==> src/rtl/tmr3_pkg.sv <==
package tmr3_pkg;

    // per-channel register offsets of channel 0; channel n adds n*CH_STRIDE
    localparam int unsigned OFF_SCALE  = 'h00;
    localparam int unsigned OFF_RUN    = 'h0C;
    localparam int unsigned OFF_COUNT  = 'h18;
    localparam int unsigned OFF_PERIOD = 'h24;
    localparam int unsigned OFF_FLAGS  = 'h54;
    localparam int unsigned OFF_MASK   = 'h60;
    localparam int unsigned CH_STRIDE  = 4;

    localparam int EXP_W = 4;            // prescale exponent field width
    localparam int PRE_W = 1 << EXP_W;   // prescaler phase counter width

    typedef struct packed {
        logic             src_ext;   // bit 5
        logic [EXP_W-1:0] exp;       // bits 4:1
        logic             pre_en;    // bit 0
    } scale_t;

    typedef struct packed {
        logic       wave_off;        // bit 5, stored only
        logic       restart;         // bit 4, always stored as 0
        logic [1:0] spare;           // bits 3:2, stored only
        logic       interval;        // bit 1
        logic       halt;            // bit 0
    } run_t;

    localparam logic [5:0] RUN_RESET = 6'h21;

    // low (e+1) bits set: prescaler phase at which a tick passes
    function automatic logic [PRE_W-1:0] phase_mask(input logic [EXP_W-1:0] e);
        logic [PRE_W:0] m;
        m = ({{PRE_W{1'b0}}, 1'b1} << (e + 5'd1)) - {{PRE_W{1'b0}}, 1'b1};
        return m[PRE_W-1:0];
    endfunction

endpackage

==> src/rtl/tmr3_edge_sync.sv <==
module tmr3_edge_sync (
    input  logic clk,
    input  logic rst,
    input  logic async_i,
    output logic pulse_o
);
    logic [2:0] sh_q;

    always_ff @(posedge clk) begin
        if (rst) sh_q <= '0;
        else     sh_q <= {sh_q[1:0], async_i};
    end

    assign pulse_o = sh_q[1] & ~sh_q[2];

    AST_PULSE_SINGLE: assert property (@(posedge clk) disable iff (rst)
        pulse_o |=> !pulse_o);

endmodule

==> src/rtl/tmr3_channel.sv <==
module tmr3_channel
    import tmr3_pkg::*;
#(
    parameter int CW = 16
) (
    input  logic          clk,
    input  logic          rst,
    input  scale_t        scale_i,
    input  logic          halt_i,
    input  logic          interval_i,
    input  logic          restart_i,
    input  logic [CW-1:0] period_i,
    input  logic          ext_pulse_i,
    input  logic          flags_rd_i,
    output logic [CW-1:0] count_o,
    output logic          flag_o
);
    logic [PRE_W-1:0] phase_q;
    logic [CW-1:0]    cnt_q;
    logic             flag_q;
    logic             src_pulse, advance, tick, at_period, flag_set;
    logic [PRE_W-1:0] mask;

    assign mask      = phase_mask(scale_i.exp);
    assign src_pulse = scale_i.src_ext ? ext_pulse_i : 1'b1;
    assign advance   = src_pulse & ~halt_i;
    assign tick      = advance & (~scale_i.pre_en | ((phase_q & mask) == mask));
    assign at_period = interval_i & (cnt_q == period_i);
    assign flag_set  = tick & at_period & ~restart_i;

    always_ff @(posedge clk) begin
        if (rst || restart_i) phase_q <= '0;
        else if (advance)     phase_q <= phase_q + 1'b1;
    end

    always_ff @(posedge clk) begin
        if (rst || restart_i) cnt_q <= '0;
        else if (tick)        cnt_q <= at_period ? '0 : cnt_q + 1'b1;
    end

    always_ff @(posedge clk) begin
        if (rst) flag_q <= 1'b0;
        else     flag_q <= flag_set | (flag_q & ~flags_rd_i);
    end

    assign count_o = cnt_q;
    assign flag_o  = flag_q;

    AST_COUNT_STEP: assert property (@(posedge clk) disable iff (rst)
        (cnt_q != $past(cnt_q)) |-> (cnt_q == CW'($past(cnt_q) + 1'b1) || cnt_q == '0));
    AST_HALT_HOLD: assert property (@(posedge clk) disable iff (rst)
        (halt_i && !restart_i) |=> (cnt_q == $past(cnt_q)));
    AST_PERIOD_ZERO: assert property (@(posedge clk) disable iff (rst)
        flag_set |=> (cnt_q == '0));
    AST_FLAG_KEEP: assert property (@(posedge clk) disable iff (rst)
        flag_set |=> flag_q);
    AST_READ_CLEAR: assert property (@(posedge clk) disable iff (rst)
        (flags_rd_i && !flag_set) |=> !flag_q);

endmodule

==> src/rtl/tmr3_top.sv <==
module tmr3_top
    import tmr3_pkg::*;
#(
    parameter int CW  = 16,
    parameter int NCH = 3,
    parameter int AW  = 8,
    parameter int DW  = 32
) (
    input  logic           clk,
    input  logic           rst,
    input  logic           bus_wr,
    input  logic           bus_rd,
    input  logic [AW-1:0]  bus_addr,
    input  logic [DW-1:0]  bus_wdata,
    output logic [DW-1:0]  bus_rdata,
    input  logic [NCH-1:0] ext_clk_in,
    output logic [NCH-1:0] irq_o
);
    logic [NCH-1:0][DW-1:0] rd_vals;
    logic                   unused_wdata;

    assign unused_wdata = ^bus_wdata;

    for (genvar g = 0; g < NCH; g++) begin : g_ch
        localparam logic [AW-1:0] A_SCALE  = AW'(OFF_SCALE  + g * CH_STRIDE);
        localparam logic [AW-1:0] A_RUN    = AW'(OFF_RUN    + g * CH_STRIDE);
        localparam logic [AW-1:0] A_COUNT  = AW'(OFF_COUNT  + g * CH_STRIDE);
        localparam logic [AW-1:0] A_PERIOD = AW'(OFF_PERIOD + g * CH_STRIDE);
        localparam logic [AW-1:0] A_FLAGS  = AW'(OFF_FLAGS  + g * CH_STRIDE);
        localparam logic [AW-1:0] A_MASK   = AW'(OFF_MASK   + g * CH_STRIDE);

        scale_t        scale_q;
        run_t          run_q;
        logic [CW-1:0] period_q;
        logic          mask_q;
        logic          restart, ext_pulse, flags_rd, flag;
        logic [CW-1:0] count;
        logic [DW-1:0] rv;

        assign restart  = bus_wr & (bus_addr == A_RUN) & bus_wdata[4];
        assign flags_rd = bus_rd & (bus_addr == A_FLAGS);

        always_ff @(posedge clk) begin
            if (rst) begin
                scale_q  <= '0;
                run_q    <= run_t'(RUN_RESET);
                period_q <= '0;
                mask_q   <= 1'b0;
            end else if (bus_wr) begin
                if (bus_addr == A_SCALE)  scale_q  <= scale_t'(bus_wdata[5:0]);
                if (bus_addr == A_RUN)    run_q    <= '{wave_off: bus_wdata[5], restart: 1'b0,
                                                        spare: bus_wdata[3:2],
                                                        interval: bus_wdata[1], halt: bus_wdata[0]};
                if (bus_addr == A_PERIOD) period_q <= bus_wdata[CW-1:0];
                if (bus_addr == A_MASK)   mask_q   <= bus_wdata[0];
            end
        end

        tmr3_edge_sync u_sync (
            .clk     (clk),
            .rst     (rst),
            .async_i (ext_clk_in[g]),
            .pulse_o (ext_pulse)
        );

        tmr3_channel #(.CW(CW)) u_chan (
            .clk         (clk),
            .rst         (rst),
            .scale_i     (scale_q),
            .halt_i      (run_q.halt),
            .interval_i  (run_q.interval),
            .restart_i   (restart),
            .period_i    (period_q),
            .ext_pulse_i (ext_pulse),
            .flags_rd_i  (flags_rd),
            .count_o     (count),
            .flag_o      (flag)
        );

        always_comb begin
            rv = '0;
            if (bus_addr == A_SCALE)  rv = DW'(scale_q);
            if (bus_addr == A_RUN)    rv = DW'(run_q);
            if (bus_addr == A_COUNT)  rv = DW'(count);
            if (bus_addr == A_PERIOD) rv = DW'(period_q);
            if (bus_addr == A_FLAGS)  rv = DW'(flag);
            if (bus_addr == A_MASK)   rv = DW'(mask_q);
        end

        assign rd_vals[g] = rv;
        assign irq_o[g]   = flag & mask_q;
    end

    always_comb begin
        bus_rdata = '0;
        if (bus_rd)
            for (int i = 0; i < NCH; i++) bus_rdata = bus_rdata | rd_vals[i];
    end

endmodule

==> config.mk <==
export PLATFORM = sky130hd
export DESIGN_NAME = tmr3_top
export DESIGN_NICKNAME = d
export VERILOG_FILES = /design/src/rtl/tmr3_pkg.sv /design/src/rtl/tmr3_edge_sync.sv /design/src/rtl/tmr3_channel.sv /design/src/rtl/tmr3_top.sv
export SDC_FILE = /design/constraint.sdc
export NUM_CORES = 1
export LEC_CHECK = 0
export BUFFER_PORTS_ARGS = -buffer_cell sky130_fd_sc_hd__buf_2
export CORE_MARGIN = 8
export CORE_UTILIZATION = 45
export DETAILED_ROUTE_END_ITERATION = 8
export PLACE_DENSITY = 0.64
export SLEW_MARGIN = 10
export SYNTH_ARGS = -nofsm -noshare
export SYNTH_HDL_FRONTEND = slang
export SYNTH_SLANG_ARGS = --single-unit
export TNS_END_PERCENT = 50
==> constraint.sdc <==
create_clock -name clk -period 3.2 [get_ports clk]
set_clock_uncertainty 0.2 [all_clocks]
set_input_delay 0.16 -clock clk [delete_from_list [all_inputs] [get_ports clk]]
set_output_delay 0.16 -clock clk [all_outputs]
set_load 0.01 [all_outputs]
==> qor.txt <==
status = complete, no violations
internal power = 3.65 mW
via/cell ratio = 5.89
final worst path period need = 3110 ps
CTS tree = yes
crit end category = output port
fraction of registers with async set/reset = 0%
Max-Cap Viols = 0
final slew viol count = 0
core area = 0.0233 mm2
hold slack = 111 ps
Leak Pwr = 4.22 nW
H-tree depth = 4
cells along the critical path = dlygate4sd3_1 -> buf_2 -> nor3_1 -> nand2_1 -> nor2_1 -> a22o_1 -> a221oi_1 -> a31oi_1 -> buf_2
port bufs = 49
CTS Buf Count = 17
HP Start = bus_addr[3]
crit-path max FO = 7
1st-iter DRT viols = 903
Total GRT Usage = 22.0%
Worst R2R Setup Slack = 170 ps
CP dominant cell by count = buf_2
fillers = 2259
Seq cells post-synth = 192
Switching Fraction = 24.2%
Worst path max stage delay = 530 ps
Hold Crit Class = primary input to register
Post-synth top flop = dfxtp_1
RSZ-0062 raised after global routing = false
HPWL after DPL = 22600 um
GPL Wtd Cong = 0.896
Sink Count = 192
Worst R2R Start = g_ch[0].scale_q[1]
critical path's top delay family = simple AND/OR/NAND/NOR gates
Hold EP = g_ch[2].u_chan.flag_o
Tcrit/Tclk final = 97.1%
Layout Nets = 1448
Buf/Inv on CP = 3
Psw = 1.16 mW
slowest stage cell, crit path = dlygate4sd3_1
first-pass GRT wire length = 50900 um
Chip Height = 169 um
wire per inst = 18.4 um
reg2reg end = g_ch[0].u_chan.count_o[15]
max frequency = 322 MHz
CP Launch Type = primary input
std cell rows = 56
antenna violations before repair = 0
Comb pwr share = 3.9%
Area growth syn-to-layout = 13.9%
boundary pin count = 82
post-synthesis instance total = 1347
CTS root buffer = clkbuf_16
clock buffer depth = 2
R2R cell count = 10
Synth top cells by count = dfxtp_1, nand2_1, a21oi_1, nor2_1, nand3_1
sequential area share after synthesis = 36.3%
Antenna Diode Count = 0
max_slew headroom = 48.8%
post-route total power = 4.82 mW
Cell variety after synth = 79
hold path cells = 4
Clock transition at path regs = 70 ps
Residual DRC = 0
crit path DAT = 2750 ps
Post-Synthesis Cell Area = 0.0106 mm2
Post-Route WL = 31700 um
x dimension of the die = 169 um
Final Util = 51.8%
Routed Antenna Nets = 0
CP Data Required Time = 2840 ps
number of synthesized flops with an enable pin = 0
Die Footprint = 0.0287 mm2
clock power share = 46.4%
clock latency on the worst-skew pair = 440 ps
most frequent cell after synthesis = dfxtp_1
TNS Setup = 0 ps
Pre-Repair DR Iteration Count = 6
worst ir drop on vdd = 0.301 mV
GR Overflow Total = 0
Synth area leaders = dfxtp_1, nand2_1, a21oi_1
Setup-failing EPs final = 0
Ys Warns = 0
Pwr Density = 400 mW/mm2
pin count of the biggest net entering global routing = 52
number of global-route vias before repair = 9202
Flop pwr share = 49.7%
share of layout cells above drive strength 1 = 10.7%
Syn Area/Cell = 7.86 um2
via count = 10200
Initial Utilization = 45.5%
Fin. Hold Viols = 0
Least-Margin Pin Slew = 768 ps
Worst Path Class, Setup = primary input to output port
Yosys top cell area share = 36.3%
Yosys top cell by area = dfxtp_1
[cells in the final DEF (no fill, tap or decap), types with 15 or more instances in the layout]
| cell | Yosys | final |
|---|---|---|
| a31oi_1 | 19 | 18 |
| o21ai_0 | 38 | 38 |
| a21oi_1 | 137 | 137 |
| a22o_1 | 15 | 15 |
| xnor2_1 | 34 | 34 |
| dfxtp_1 | 192 | 192 |
| or4_1 | 23 | 23 |
| nand2_1 | 183 | 183 |
| nor2b_1 | 19 | 19 |
| nand4_1 | 27 | 27 |
| dlygate4sd3_1 | 0 | 27 |
| xor2_1 | 60 | 60 |
| conb_1 | 2 | 19 |
| a221oi_1 | 16 | 16 |
| o31ai_1 | 21 | 21 |
| a22oi_1 | 33 | 33 |
| buf_2 | 17 | 48 |
| nor2_1 | 89 | 88 |
| nand3_1 | 88 | 88 |
| inv_1 | 22 | 22 |
| nand2b_1 | 16 | 16 |
| and3_1 | 27 | 27 |
| or3_1 | 24 | 24 |
| buf_4 | 22 | 44 |
| clkbuf_16 | 0 | 17 |
[layer usage]
metal,routed length [um],GRT usage [%],part of all wire [%],vias to the layer above
met4,737,7.08,2.3,0
met3,2400,4.07,7.6,55
li1,-,-,-,4919
met1,14200,30.5,45,4799
met5,0,0,0,-
met2,14300,33.9,45,381
[flip-flops by register name (all words and copies together), names as in the netlist]
signal,flops
g_ch.run_q,15
g_ch.u_chan.count_o,48
g_ch.period_q,48
g_ch.mask_q,3
g_ch.scale_q,18
g_ch.u_chan.phase_q,48
g_ch.u_chan.flag_o,3
g_ch.u_sync.sh_q,9
[power groups by stage]
stage | clock [mW] | combinational, mW | sequential [mW]
floorplan | 0 | 0.107 | 2.45
global placement | 0 | 0.159 | 2.45
detailed placement | 0 | 0.159 | 2.45
CTS | 2.28 | 0.183 | 2.40
global route | 2.37 | 0.201 | 2.40
finish | 2.23 | 0.187 | 2.40
[repair_timing]
| item | in CTS | in global routing |
|---|---|---|
| endpoints found under the hold margin | 87 | 0 |
| endpoints found under the setup margin | 0 | 34 |
| resized for setup | 0 | 5 |
| hold buffers | 27 | 0 |
| setup buffers | 0 | 1 |
[how the worst max path moves through the flow]
| stage | cells past startpoint | from | slack (ps) | end |
|---|---|---|---|---|
| finish | 9 | bus_addr[0] | 90 | bus_rdata[2] |
| global route | 11 | g_ch[1].scale_q[4] | 20 | g_ch[1].u_chan.count_o[14] |
| CTS | 11 | g_ch[2].scale_q[1] | 80 | g_ch[2].u_chan.count_o[3] |
| detailed placement | 11 | g_ch[2].scale_q[1] | 120 | g_ch[2].u_chan.count_o[12] |
| global placement | 11 | g_ch[2].scale_q[1] | 170 | g_ch[2].u_chan.count_o[3] |
| floorplan | 13 | g_ch[1].scale_q[1] | 190 | g_ch[1].u_chan.count_o[5] |
[cells by family after synthesis]
group,after synthesis,share of synthesized area [%]
fa+ha+maj,10,1.16
flops,192,36.3
simple gates,562,26.8
xor+xnor,94,7.78
mux,5,0.473
buf+inv,138,5.95
compound gates,344,21.5
other cells,2,0.0710
[stage by stage]
step / std cells / worst slack, ps / instance area (um2)
6_report: 1724 / 93.8 / 12000
5_1_grt: 1724 / 20.7 / 12000
4_1_cts: 1723 / 78.1 / 12000
3_5_place_dp: 1664 / 120 / 11100
3_3_place_gp: 1664 / 169 / 11100
2_1_floorplan: 1364 / 193 / 10600
[worst reg2reg max path: cells and delay by family, from the launching register on]
kind	cells	cell delay [ps]
AO/OA/AOI/OAI	4	910
buffers and inverters	1	200
flip-flops	1	320
adder cells (fa/ha/maj)	1	300
AND/OR/NAND/NOR	4	1040
[cell type report]
| cell class | instances | area (um2) | share of cell area, % |
|---|---|---|---|
| Clock buffer | 18 | 439 | 3.64 |
| Clock inverter | 14 | 169 | 1.40 |
| Inverter | 26 | 97.6 | 0.810 |
| Multi-Input combinational cell | 1034 | 6220 | 51.6 |
| Sequential cell | 192 | 3840 | 31.9 |
| Tap cell | 319 | 399 | 3.31 |
| Timing Repair Buffer | 121 | 881 | 7.31 |
Power figures use the tool's default switching activity.
